## src/rtl/drive_wp_glue_pkg.sv

```systemverilog
package drive_wp_glue_pkg;
  localparam int unsigned ADDR_W   = 16;
  localparam int unsigned WP_BITS  = 2;
  localparam logic [WP_BITS-1:0]  WP_PAT  = 2'b01;
  localparam int unsigned SPD_BITS = 5;
  localparam logic [SPD_BITS-1:0] SPD_PAT = 5'b10011;

  typedef struct packed {
    logic wp_win;
    logic spd_win;
  } win_hits_t;
endpackage

```

## src/rtl/win_match.sv

```systemverilog
module win_match #(
  parameter int unsigned ADDR_W = 16,
  parameter int unsigned NBITS  = 2,
  parameter logic [NBITS-1:0] PAT = '0
) (
  input  logic [ADDR_W-1:0] addr_i,
  output logic              hit_o
);
  localparam int unsigned LSB = ADDR_W - NBITS;
  assign hit_o = (addr_i[ADDR_W-1:LSB] == PAT);
endmodule

```

## src/rtl/strobe_edge.sv

```systemverilog
module strobe_edge (
  input  logic clk,
  input  logic rst,
  input  logic rd_i,
  output logic rise_o
);
  logic rd_q;

  always_ff @(posedge clk) begin
    if (rst) rd_q <= 1'b0;
    else     rd_q <= rd_i;
  end

  assign rise_o = rd_i & ~rd_q;


  single_rise_chk: assert property (@(posedge clk) disable iff (rst)
    rise_o |=> !rise_o);
endmodule

```

## src/rtl/wp_invert.sv

```systemverilog
module wp_invert (
  input  logic clk,
  input  logic rst,
  input  logic tog_i,
  input  logic clr_i,
  input  logic ovr_en_i,
  input  logic wp_raw_i,
  output logic wp_o
);
  logic inv_q;

  always_ff @(posedge clk) begin
    if (rst)                   inv_q <= 1'b0;
    else if (clr_i)            inv_q <= 1'b0;
    else if (tog_i && ovr_en_i) inv_q <= ~inv_q;
  end

  assign wp_o = wp_raw_i ^ (inv_q & ovr_en_i);


  clear_inv_chk: assert property (@(posedge clk) disable iff (rst)
    clr_i |=> !inv_q);


  locked_inv_chk: assert property (@(posedge clk) disable iff (rst)
    (!ovr_en_i && !clr_i) |=> $stable(inv_q));


  idle_inv_chk: assert property (@(posedge clk) disable iff (rst)
    (!tog_i && !clr_i) |=> $stable(inv_q));
endmodule

```

## src/rtl/speed_pulse.sv

```systemverilog
module speed_pulse (
  input  logic clk,
  input  logic rst,
  input  logic hit_i,
  input  logic fast_i,
  output logic set_ovf_n_o
);
  logic tog_q;

  always_ff @(posedge clk) begin
    if (rst)                 tog_q <= 1'b0;
    else if (hit_i && fast_i) tog_q <= ~tog_q;
  end

  assign set_ovf_n_o = ~tog_q;


  fast_toggle_chk: assert property (@(posedge clk) disable iff (rst)
    (hit_i && fast_i) |=> (set_ovf_n_o != $past(set_ovf_n_o)));


  slow_hold_chk: assert property (@(posedge clk) disable iff (rst)
    !fast_i |=> $stable(set_ovf_n_o));
endmodule

```

## src/rtl/drive_wp_glue.sv

```systemverilog
module drive_wp_glue
  import drive_wp_glue_pkg::*;
(
  input  logic              clk,
  input  logic              rst,
  input  logic [ADDR_W-1:0] addr,
  input  logic              rd_strb,
  input  logic              wp_raw,
  input  logic              speed_fast,
  input  logic              ovr_jumper,
  output logic              wp_gated,
  output logic              set_ovf_n
);
  win_hits_t hits;
  logic      rd_rise;

  localparam int unsigned NWIN = 2;
  localparam int unsigned WBITS [NWIN] = '{WP_BITS, SPD_BITS};

  for (genvar g = 0; g < NWIN; g++) begin : g_win
    if (g == 0) begin : g_wp
      win_match #(.ADDR_W(ADDR_W), .NBITS(WBITS[g]), .PAT(WP_PAT))
        u_match (.addr_i(addr), .hit_o(hits.wp_win));
    end else begin : g_spd
      win_match #(.ADDR_W(ADDR_W), .NBITS(WBITS[g]), .PAT(SPD_PAT))
        u_match (.addr_i(addr), .hit_o(hits.spd_win));
    end
  end

  strobe_edge u_edge (
    .clk(clk), .rst(rst), .rd_i(rd_strb), .rise_o(rd_rise)
  );

  wp_invert u_wp (
    .clk(clk), .rst(rst),
    .tog_i(rd_rise & hits.wp_win),
    .clr_i(rd_rise & hits.spd_win),
    .ovr_en_i(ovr_jumper),
    .wp_raw_i(wp_raw),
    .wp_o(wp_gated)
  );

  speed_pulse u_spd (
    .clk(clk), .rst(rst),
    .hit_i(rd_rise & hits.spd_win),
    .fast_i(speed_fast),
    .set_ovf_n_o(set_ovf_n)
  );


  outside_quiet_chk: assert property (@(posedge clk) disable iff (rst)
    (!hits.wp_win && !hits.spd_win) |=> $stable(set_ovf_n));


  wp_toggle_chk: assert property (@(posedge clk) disable iff (rst)
    (rd_rise && hits.wp_win && ovr_jumper && $stable(wp_raw)) |=>
      (wp_gated != $past(wp_gated)) || !ovr_jumper || !$stable(wp_raw));
endmodule

```

## config.mk

```make
export PLATFORM = sky130hd
export DESIGN_NAME = drive_wp_glue
export DESIGN_NICKNAME = d
export VERILOG_FILES = /design/src/rtl/drive_wp_glue_pkg.sv /design/src/rtl/win_match.sv /design/src/rtl/strobe_edge.sv /design/src/rtl/wp_invert.sv /design/src/rtl/speed_pulse.sv /design/src/rtl/drive_wp_glue.sv
export SDC_FILE = /design/constraint.sdc
export NUM_CORES = 1
export LEC_CHECK = 0
export ABC_AREA = 1
export BUFFER_PORTS_ARGS = -buffer_cell sky130_fd_sc_hd__buf_2
export CAP_MARGIN = 15
export CORE_AREA = 2 2 39 41
export CTS_CLUSTER_SIZE = 40
export DETAILED_ROUTE_END_ITERATION = 16
export DIE_AREA = 0 0 41 43
export GPL_ROUTABILITY_DRIVEN = 1
export SYNTH_ARGS = -nofsm -noshare
export SYNTH_HDL_FRONTEND = slang
export SYNTH_SLANG_ARGS = --single-unit
```

## constraint.sdc

```tcl
create_clock -name clk -period 0.8 [get_ports clk]
set_input_delay 0 -clock clk [delete_from_list [all_inputs] [get_ports clk]]
set_output_delay 0 -clock clk [all_outputs]
set_load 0.01 [all_outputs]
```

==> out/metrics.cfg <==
[flow_run]
maxCapViolCount=0

[critical_path]
critical_path_depth=3
required_ns=0.80
crit_path_start_kind=flip-flop
end_kind=output pin
path_buf_inv=1
max_stage_delay_ns=0.32
crit_arrival_ns=0.84
crit_family=flip-flops
path_max_fanout=2
critical_path_class=flip-flop to output pin
cp_slowest_cell=dfxtp_2
reg2regPathDepth=5
crit_chain=nand2_2, xnor2_1, buf_2

[status]
failed_checks=negative setup slack
outcome=finished, violations left

[timing]
worst_slack_ns=-0.0448
slew_viol_final=0
slew_headroom=0.898
fin_crit_ns=0.845
rsz0062_at_grt=yes
setup_viol=3
timing.fmax_ghz=1.18
fin_crit_sh=1.06
hold_viol=0
clock_skew_ns=0.000218
tightest_slew_ns=0.154

[die]
start_util=0.142
die-area_sq_um=1760
die-height_um=43
ios=24
coreArea_sq_um=1380
row_count=14
die_x_um=41

[global_route]
antenna_found_initial=0
grt_max_degree=4
grt_first_pass_wirelength_um=531
grt_use_total=0.0562
first_global_vias=152
overflow=0

[power_and_ir_drop]
vdd_ir_drop_max_v=0.000601
p_leak_uw=0.000163
power_uw=498
power.density_nw_per_um2=1510

[worst_hold_path]
hold_class=input pin to flip-flop
hold_depth=4

[cts]
h-tree-depth=1
cts_inserted_buffers=3
clockRootBuffer=clkbuf_4
clockBufferDepth=2
cts_tree=yes
cts_setup_buffers=0
clkSinkCount=3
clock_latency_ns=0.23
cts.clk_slew.worst_paths_ns=0.04

[synth]
yosysSeqAreaShare=0.306
synth_area_per_cell_sq_um=6.55
ys_warn_count=0
syn_nets=52
synth_seq_cells=3
yosysUniqueCellTypes=12
netlist_area_sq_um=196
netlist_instances=30

[route]
wl_per_cell_um=6.05
avgViaCountPerCell=3.45
route.detailed.drc=0
ant_nets=0
firstDrtPassIters=2
num_vias=221
totalWireLength_um=387
drtIter0Drc=2

[placement]
gp_congestion=0.614
dp_hpwl_um=324
io_buffers=12

[layout]
final_cell_mix=12 x buf_2, 8 x inv_1, 5 x nand2_1
syn2layout_area_growth_pct=67.5
final_common_cell=buf_2
final_util=0.238
antenna_cells=0
layout-drive-gt1-share=0.479
nNetsFinal=71

[state kept, by name, indices dropped and copies added, names as in the netlist]
signal and flops:
u_spd.tog_q 1, u_edge.rd_q 1, u_wp.inv_q 1
[final cells by class]
cell class | count | area [sq um]
Sequential cell | 3 | 61.3
Multi-Input combinational cell | 19 | 111
Clock buffer | 4 | 26.3
Fill cell | 167 | 1050
Tap cell | 16 | 20.0
Inverter | 8 | 30.0
Timing Repair Buffer | 14 | 80.1
[routing by layer]
| metal | part of all wire | track usage | wire, um | vias to the layer above |
|---|---|---|---|---|
| li1 | - | - | - | 122 |
| met1 | 0.45 | 0.0481 | 174 | 88 |
| met2 | 0.40 | 0.0531 | 153 | 11 |
| met3 | 0.15 | 0.0785 | 59 | 0 |
| met4 | 0 | 0.0600 | 0 | 0 |
| met5 | 0 | 0 | 0 | - |
[per-stage QoR]
stage	TNS (ns)	std cells	cell area, sq um	hold slack, ns	worst slack [ns]
final	-0.0628	64	329	0.0960	-0.0448
after global routing	-0.262	64	329	0.102	-0.101
after CTS	-0.0978	64	329	0.0909	-0.0597
after detailed placement	-0.0742	58	279	0.179	-0.0427
after global placement	-0.0595	58	279	0.179	-0.0369
after floorplan	0	30	199	0.0712	0.00468
[kinds of logic (layout without fill, tap and decap cells)]
| family | count (synthesis) | in the layout | share of synthesized area |
|---|---|---|---|
| xor+xnor | 2 | 2 | 0.0892 |
| buf+inv | 8 | 26 | 0.153 |
| flops | 3 | 3 | 0.306 |
| simple gates | 17 | 17 | 0.452 |
[cell usage after synthesis]
cell     n  area (sq um)
nand3_2  1          10.0
dfxtp_1  3          60.1
nand3_1  1          5.00
nor2_2   1          6.26
nand2_2  2          12.5
xnor2_1  1          8.76
nor2_1   4          15.0
inv_1    8          30.0
nand2_1  6          22.5
nand4_1  1          6.26
nor2_4   1          11.3
xor2_1   1          8.76
[path summary, 6_finish.rpt]
| check | start | endpoint | slack (ns) |
|---|---|---|---|
| setup / recovery | u_wp.inv_q$_SDFFE_PP0P_ | wp_gated | -0.04 |
| setup reg to reg | u_edge.rd_q$_SDFF_PP0_ | u_wp.inv_q$_SDFFE_PP0P_ | -0.01 |
| hold / removal | speed_fast | u_spd.tog_q$_SDFFE_PP0P_ | 0.1 |
| hold reg to reg | u_spd.tog_q$_SDFFE_PP0P_ | u_spd.tog_q$_SDFFE_PP0P_ | 0.52 |
[worst min-delay path, delay by kind of cell]
kind / cells / cell delay (ns)
and+or+nand+nor: 3 / 0.19
buffers and inverters: 1 / 0.10
[repair_timing]
item	CTS	global route
pin swaps	4	0
setup endpoints to repair	3	3
resized for setup	2	0
hold endpoints to repair	1	0
hold buffers	2	0
[power breakdown]
part           switching (uW)  internal (uW)  total [uW]
clock                    75.8            187         263
combinational            37.8           40.8        78.6
sequential               1.73            155         157
total                     115            383         498
No activity file was read; power rests on OpenSTA's default activity.
